===== src/rtl/card_init_pkg.sv =====
// Package: shared codes for the card initialization sequencer.
// Assumes a two-bit power-mode code from the host side.
package card_init_pkg;
    localparam logic [1:0] PWR_OFF  = 2'd0;
    localparam logic [1:0] PWR_RAMP = 2'd1;
    localparam logic [1:0] PWR_ON   = 2'd2;

    typedef enum logic [2:0] {
        S_IDLE,
        S_ARM,
        S_ISSUE,
        S_WAIT,
        S_DROP,
        S_ACK
    } seq_state_e;
endpackage


===== src/rtl/init_clk_gen.sv =====
// Module: init_clk_gen
// Drives a divided card clock while run is high and counts its rising
// edges since the last restart, saturating at MIN_CLKS.
// Assumes DIV_HALF >= 1 and MIN_CLKS >= 1.
module init_clk_gen #(
    parameter int DIV_HALF = 2,
    parameter int MIN_CLKS = 74
) (
    input  logic clk,
    input  logic rst_n,
    input  logic run,
    input  logic restart,
    output logic card_clk,
    output logic enough
);
    localparam int DW = $clog2(DIV_HALF + 1);
    localparam int CW = $clog2(MIN_CLKS + 1);

    logic [DW-1:0] div_q;
    logic [CW-1:0] cnt_q;
    logic          clk_q;
    logic          wrap;

    assign wrap     = (div_q == DW'(DIV_HALF - 1));
    assign card_clk = clk_q;
    assign enough   = (cnt_q == CW'(MIN_CLKS));

    // Divider: toggles the card clock on every wrap, parks low when stopped.
    always_ff @(posedge clk) begin
        if (!rst_n || !run) begin
            div_q <= '0;
            clk_q <= 1'b0;
        end else if (wrap) begin
            div_q <= '0;
            clk_q <= ~clk_q;
        end else begin
            div_q <= div_q + 1'b1;
        end
    end

    // Edge counter: counts low-to-high toggles, saturates at the minimum.
    always_ff @(posedge clk) begin
        if (!rst_n || restart) begin
            cnt_q <= '0;
        end else if (run && wrap && !clk_q && !enough) begin
            cnt_q <= cnt_q + 1'b1;
        end
    end

    AST_CLK_PARKED: assert property (@(posedge clk) disable iff (!rst_n)
        !run |=> !card_clk);
endmodule


===== src/rtl/wait_timer.sv =====
// Module: wait_timer
// Counts module cycles while run is high; expired flags the last cycle
// of a TIMEOUT_CYC-cycle window that begins after load.
// Assumes TIMEOUT_CYC >= 2.
module wait_timer #(
    parameter int TIMEOUT_CYC = 100000
) (
    input  logic clk,
    input  logic rst_n,
    input  logic load,
    input  logic run,
    output logic expired
);
    localparam int TW = $clog2(TIMEOUT_CYC + 1);

    logic [TW-1:0] cnt_q;

    assign expired = run && (cnt_q == TW'(TIMEOUT_CYC - 1));

    // Cycle counter: cleared on load, advances while the wait is active.
    always_ff @(posedge clk) begin
        if (!rst_n || load) begin
            cnt_q <= '0;
        end else if (run && !expired) begin
            cnt_q <= cnt_q + 1'b1;
        end
    end

    AST_TIMER_BOUND: assert property (@(posedge clk) disable iff (!rst_n)
        cnt_q <= TW'(TIMEOUT_CYC - 1));
endmodule


===== src/rtl/card_init_seq.sv =====
// Module: card_init_seq (top)
// Detects a power-mode change into the on state, then sets init mode,
// writes a zero command, waits for completion (bounded), drops init mode
// and acknowledges the completion status. Host interrupt masked meanwhile.
// Assumes cmd_done is synchronous to clk and stays high until cleared.
module card_init_seq #(
    parameter int CMD_W       = 32,
    parameter int STAT_W      = 32,
    parameter int MIN_CLKS    = 74,
    parameter int DIV_HALF    = 2,
    parameter int TIMEOUT_CYC = 100000
) (
    input  logic              clk,
    input  logic              rst_n,
    input  logic              mode_set,
    input  logic [1:0]        mode_code,
    input  logic              cmd_done,
    output logic              init_mode,
    output logic              cmd_wr,
    output logic [CMD_W-1:0]  cmd_word,
    output logic              stat_clr,
    output logic [STAT_W-1:0] stat_clr_data,
    output logic              irq_mask,
    output logic              busy,
    output logic              tmo_err,
    output logic              card_clk
);
    import card_init_pkg::*;

    seq_state_e state_q, state_d;
    logic [1:0] stored_q;
    logic       init_q, mask_q, tmo_q;
    logic       start, enough, expired, done_ok, give_up;

    assign start   = mode_set && (mode_code == PWR_ON) &&
                     (mode_code != stored_q) && (state_q == S_IDLE);
    assign done_ok = (state_q == S_WAIT) && cmd_done && enough;
    assign give_up = (state_q == S_WAIT) && expired && !done_ok;

    init_clk_gen #(.DIV_HALF(DIV_HALF), .MIN_CLKS(MIN_CLKS)) u_clk (
        .clk      (clk),
        .rst_n    (rst_n),
        .run      (init_q),
        .restart  (state_q == S_ISSUE),
        .card_clk (card_clk),
        .enough   (enough)
    );

    wait_timer #(.TIMEOUT_CYC(TIMEOUT_CYC)) u_tmr (
        .clk     (clk),
        .rst_n   (rst_n),
        .load    (state_q == S_ISSUE),
        .run     (state_q == S_WAIT),
        .expired (expired)
    );

    // Next-state logic for the sequence.
    always_comb begin
        state_d = state_q;
        unique case (state_q)
            S_IDLE:  if (start) state_d = S_ARM;
            S_ARM:   state_d = S_ISSUE;
            S_ISSUE: state_d = S_WAIT;
            S_WAIT:  if (done_ok) state_d = S_DROP;
                     else if (give_up) state_d = S_IDLE;
            S_DROP:  state_d = S_ACK;
            S_ACK:   state_d = S_IDLE;
            default: state_d = S_IDLE;
        endcase
    end

    // State register.
    always_ff @(posedge clk) begin
        if (!rst_n) state_q <= S_IDLE;
        else        state_q <= state_d;
    end

    // Stored power mode follows every request, busy or not.
    always_ff @(posedge clk) begin
        if (!rst_n)        stored_q <= PWR_OFF;
        else if (mode_set) stored_q <= mode_code;
    end

    // Init-mode control: set before the command, cleared only on success.
    always_ff @(posedge clk) begin
        if (!rst_n)                  init_q <= 1'b0;
        else if (state_q == S_ARM)   init_q <= 1'b1;
        else if (state_q == S_DROP)  init_q <= 1'b0;
    end

    // Interrupt mask: raised at start, released when the sequence leaves.
    always_ff @(posedge clk) begin
        if (!rst_n)                              mask_q <= 1'b0;
        else if (start)                          mask_q <= 1'b1;
        else if (state_q == S_ACK || give_up)    mask_q <= 1'b0;
    end

    // Timeout flag: set on give-up, cleared by the next start.
    always_ff @(posedge clk) begin
        if (!rst_n)       tmo_q <= 1'b0;
        else if (start)   tmo_q <= 1'b0;
        else if (give_up) tmo_q <= 1'b1;
    end

    assign busy          = (state_q != S_IDLE);
    assign init_mode     = init_q;
    assign irq_mask      = mask_q;
    assign tmo_err       = tmo_q;
    assign cmd_wr        = (state_q == S_ISSUE);
    assign cmd_word      = '0;
    assign stat_clr      = (state_q == S_ACK);
    assign stat_clr_data = STAT_W'(1);

    AST_MASK_COVERS_BUSY: assert property (@(posedge clk) disable iff (!rst_n)
        busy |-> irq_mask);
    AST_CMD_IN_INIT: assert property (@(posedge clk) disable iff (!rst_n)
        cmd_wr |-> init_mode);
    AST_CLR_AFTER_DROP: assert property (@(posedge clk) disable iff (!rst_n)
        stat_clr |-> (!init_mode && $past(init_mode)));
    AST_TMO_KEEPS_INIT: assert property (@(posedge clk) disable iff (!rst_n)
        $rose(tmo_err) |-> (init_mode && !busy));
    AST_DROP_NEEDS_DONE: assert property (@(posedge clk) disable iff (!rst_n)
        (state_q == S_WAIT && state_d == S_DROP) |-> (cmd_done && enough));
endmodule


===== config.mk =====
export PLATFORM = sky130hd
export DESIGN_NAME = card_init_seq
export DESIGN_NICKNAME = d
export VERILOG_FILES = /design/src/rtl/card_init_pkg.sv /design/src/rtl/init_clk_gen.sv /design/src/rtl/wait_timer.sv /design/src/rtl/card_init_seq.sv
export SDC_FILE = /design/constraint.sdc
export NUM_CORES = 1
export LEC_CHECK = 0
export BUFFER_PORTS_ARGS = -buffer_cell sky130_fd_sc_hd__buf_2
export CORE_UTILIZATION = 50
export DETAILED_ROUTE_END_ITERATION = 7
export PLACE_DENSITY = 0.82
export SLEW_MARGIN = 15
export SYNTH_ARGS = -nofsm -noshare
export SYNTH_HDL_FRONTEND = slang
export SYNTH_SLANG_ARGS = --single-unit

===== constraint.sdc =====
create_clock -name clk -period 2.05 [get_ports clk]
set_input_delay 0.41 -clock clk [delete_from_list [all_inputs] [get_ports clk]]
set_output_delay 0.41 -clock clk [all_outputs]
set_load 0.02 [all_outputs]

* After elaboration in Yosys (flattened, before gate mapping)
Cells that the tools add are included.
** Storage, ports and cells
- Bits in registers :: 35
- Input bits :: 6
- Output and inout bits :: 71
- Logic and storage cells :: 62
** Cells by class
- Add/subtract/negate cells :: 3
- Eq/ne operators :: 12
- Multiplexer cells :: 8
- Bitwise gates (word level) :: 2
- Reduce and logical (&&, ||, !) cells :: 28
** Operators by type and width (count)
- $add A17 B1 Y17 const B :: 1
- $eq A17 B17 Y1 const B :: 1
- $pmux W3 S5 :: 1
- $logic_and A1 B1 Y1 :: 12
- $mux W3 :: 3
- $add A7 B1 Y7 const B :: 1
- $eq A7 B7 Y1 const B :: 1
- $eq A3 B2 Y1 const B :: 2
- $eq A3 B3 Y1 const B :: 2
- $logic_not A1 Y1 :: 6
- $mux W1 :: 4
- $reduce_bool A2 Y1 :: 2
- $reduce_or A2 Y1 :: 2
- $eq A3 B1 Y1 const B :: 1
- $logic_not A3 Y1 :: 1
- $logic_or A1 B1 Y1 :: 3
- $ne A3 B3 Y1 const B :: 1
- $reduce_bool A3 Y1 :: 1
- $add A2 B1 Y2 const B :: 1
- $eq A2 B1 Y1 const B :: 1
- $eq A2 B2 Y1 const B :: 1
- $ne A2 B2 Y1 :: 1
- $ne A2 B2 Y1 const B :: 1
- $not A1 Y1 :: 2
- $reduce_and A2 Y1 :: 1

* Depth between registers and ports, before layout
- Depth in word-level cells :: 8
- Mapped depth :: 7
- Depth with buffers taken out :: 7

* Hierarchy
A second synthesis with hierarchy kept.
** Second synthesis, totals
- Cells, all modules :: 262
- Area, all modules :: 2222.1 sq um
** By module, submodules not included
- card_init_seq :: times used 1, cells an instance 107, area each 888.4 sq um, sequential area each 160.2 sq um
- wait_timer :: times used 1, cells an instance 101, area each 840.8 sq um, sequential area each 340.3 sq um
- init_clk_gen :: times used 1, cells an instance 54, area each 493.0 sq um, sequential area each 200.2 sq um

* Worst setup path after synthesis
OpenSTA, ideal clock, no wires.
- Kind :: register to register
- Start point :: register state_q[0]
- End point :: register u_clk.cnt_q[0]
- Setup time :: 117 ps
- Arrival time :: 1613 ps
- Data required time :: 1933 ps
- Slack :: 320 ps
- Stages on the path, launching flop included :: 7
- Cells stage by stage :: dfxtp_1 -> buf_4 -> nor3b_1 -> nand2b_1 -> clkbuf_1 -> buf_2 -> nor2_1
** On the way
- Word-level cells in the longest chain between the ends :: 2
** RTL lines
- from (decl) :: line card_init_seq.sv:30 : seq_state_e state_q, state_d;
- from (signal assigned) :: line card_init_seq.sv:75 : else state_q <= state_d;
- $eq A3 B2 Y1
- named net cmd_wr :: line card_init_seq.sv:19 : output logic cmd_wr,
- $logic_or A1 B1 Y1 :: line init_clk_gen.sv:43 : if (!rst_n || restart) begin
- to (signal assigned) :: line init_clk_gen.sv:46 : cnt_q <= cnt_q + 1'b1;
- to (decl) :: line init_clk_gen.sv:20 : logic [CW-1:0] cnt_q;
The timed path passes the listed nets, and every way through them passes these cells.
A chain may end at the register's enable or synchronous reset.

* Worst setup path after layout
- Start point :: register u_tmr.cnt_q[12]
- End point :: register u_tmr.cnt_q[1]
** On the way
- Word-level cells in the longest chain between the ends :: 4
** RTL lines
- from (decl) :: line wait_timer.sv:16 : logic [TW-1:0] cnt_q;
- from (signal assigned) :: line wait_timer.sv:25 : cnt_q <= cnt_q + 1'b1;
- $eq A17 B17 Y1 :: line wait_timer.sv:18 : assign expired = run && (cnt_q == TW'(TIMEOUT_CYC - 1));
- $logic_and A1 B1 Y1 :: line wait_timer.sv:18
- $logic_not A1 Y1 :: line wait_timer.sv:24 : end else if (run && !expired) begin
- $logic_and A1 B1 Y1 :: line wait_timer.sv:24
Every way passes these cells.

==> out/metrics.cfg <==
[clocking]
tritoncts = yes
cts_buffer_depth = 2
clk_latency_ns = 0.29
cts_hold_buf = 0
path_clk_slew_ns = 0.08
post_cts_buffers = 0
cts_root_buf = clkbuf_8
cts.htree.levels = 2
cts_inserted_buffers = 5
cts.repair.resized = 0
cts.sinks = 35

[floorplanning]
start_util_pct = 53.7
rows = 23
die-width_um = 68.5
die_area_sq_um = 4690
core_sq_um = 4120
die_y_um = 68.5
io_pins = 77

[layout]
final_design_area_no_fill_sq_um = 2170
fin_util_pct = 52.8
fillers = 367
syn2layout_area_growth_pct = -1.53
antenna_cells = 0
nets = 283
drive_gt1_share_pct = 12.4

[pwr]
p_sw_share_pct = 28.1
combPwrFrac_pct = 13.1
total_power_uw = 1570
p_switching_uw = 441
clkPwrFrac_pct = 41.2
ir_worst_vdd_v = 0.000284
p_leak_uw = 0.000952
p_int_uw = 1130
pwr-share-seq_pct = 45.7
power.density_nw_per_um2 = 721

[critical_path]
worstRegToRegCells = 6
required_ns = 2.22
rrSetupSlack_ns = 0.32
cp.arrival_ns = 1.89
timing.rr.end = u_tmr.cnt_q[1]
start_kind = register
crit_type = reg2reg
end_kind = register
timing.rr.start = u_tmr.cnt_q[12]
crit_fanout = 10

[sta]
finalCriticalPeriod_ns = 1.73
max_freq_mhz = 579
period_share_pct = 84.3
worst_slack_ns = 0.323
hold_violations = 0
rsz0062_at_grt = false
final.setup.tns_ns = 0
finalSetupViolations = 0
finClkSkew_ns = 0.0136
final_max_slew_viol_count = 0

[place]
gp_congestion = 0.855
port_buffers = 12
dp_hpwl_um = 2600
dp_slack_ns = 0.343
placed_cell_area_sq_um = 2060

[synthesis]
synth.yosys.seq_area_share_pct = 31.7
async_flop_share_pct = 0
syn_avg_cell_area_sq_um = 8.46
syn-instance-count = 261
synth.area.top_cells = dfxtp_1 32%, buf_4 23%, nor2_1 5.4%
synthFlopType = dfxtp_1
synth_area_sq_um = 2210
synth_edf_count = 0
ys_ff_latch = 35
synthTopCellsByCount = 67 x buf_4, 35 x dfxtp_1, 32 x nor2_1
yosysMostFrequentCell = buf_4
ys.warnings.count = 0
synth_cell_types = 42
yosysTopAreaCell = dfxtp_1
netlist.area_leader.share_pct = 31.7

[route]
drc = 0
drt-total-wl_um = 3500
routedWlPerCell_um = 10.8
initialDrtViolationCount = 123
vias = 1534
dr.pass1.iters = 4
antenna_left = 0
viasPerCell = 4.73

[grt]
grt_pass1_vias = 1347
grt_max_degree = 25
grt_pass1_wl_um = 5950
gr-total-overflow = 0
antenna_found_initial = 0
track_usage_pct = 17.2

[outcome]
status = finished, final reports clean

[min_path]
hp-start = mode_code[1]
hold_path.class = in2reg
holdPathStages = 3
min_to = stored_q[1]

[run]
cap_violations = 0

==> layer usage <==
layer	part of all wire, %	vias up	track usage (%)
met3	5.4	11	4.67
met5	0	-	0
met4	2.6	0	8.85
met2	46	69	27.5
li1	-	765	-
met1	46	689	20.9
==> placed cells by master, fill, tap and decap left out, types with 5 or more instances in the layout <==
cell type and instances:
buf_2 12, clkbuf_8 6, conb_1 64, dfxtp_1 35
inv_1 5, nand2_1 11, nand3_1 10, nand4_1 6
nor2_1 32, nor3_1 8, o21ai_0 5, xnor2_1 7
xor2_1 13
==> sequential cells by signal, indices dropped and copies added, names as in the netlist <==
name and cells:
u_clk.cnt_q 7, tmo_err 1, u_tmr.cnt_q 17, init_mode 1, u_clk.div_q 2, u_clk.card_clk 1, state_q 3, irq_mask 1
stored_q 2
==> area by class of cell <==
type                       instances  area, sq um  area share [%]
sequential                        35          701            32.2
clock buffer                       6         82.6            3.80
clock inverter                     2         35.0            1.61
inverter                           5         18.8           0.863
multi-input combinational        210         1180            54.5
timing repair buffer              16         90.1            4.14
tap                               50         62.6            2.88
==> power by group through the flow <==
stage	registers (uW)	logic, uW	clock network, uW
detailed placement	731	205	0
CTS	715	205	659
global placement	730	204	0
finish	716	206	645
global route	719	231	698
floorplan	722	281	0
==> worst max-delay path, cell delays in order, from the launching register on <==
cell	delay (ns)
dfxtp_1	0.37
nor4b_2	0.33
nand4_1	0.18
buf_4	0.22
o21ai_1	0.22
mux2i_1	0.23
nor2_1	0.05
==> logic make-up after synthesis <==
group           Yosys count  share of synthesized area [%]
compound gates           26                           8.16
xor+xnor                 20                           7.93
fa+ha+maj                 4                           2.27
buf+inv                  78                           25.2
flops                    35                           31.7
mux                       2                          0.907
other cells               2                          0.340
simple gates             94                           23.5
==> worst max-delay path by stage <==
stage                     endpoint            start  slack [ns]
finish              u_tmr.cnt_q[1]  u_tmr.cnt_q[12]        0.32
detailed placement  u_tmr.cnt_q[1]  u_tmr.cnt_q[12]        0.34
global placement    u_tmr.cnt_q[1]  u_tmr.cnt_q[12]        0.46
floorplan           u_clk.cnt_q[0]       state_q[0]        0.32
CTS                 u_tmr.cnt_q[1]  u_tmr.cnt_q[12]        0.32
global route        u_tmr.cnt_q[1]  u_tmr.cnt_q[12]        0.11
==> stage by stage <==
step,cells,hold slack [ns]
final,324,0.397
after global placement,316,0.416
after detailed placement,316,0.422
after global routing,324,0.423
after floorplan,323,0.404
after CTS,324,0.392
Power figures use the tool's default switching activity.
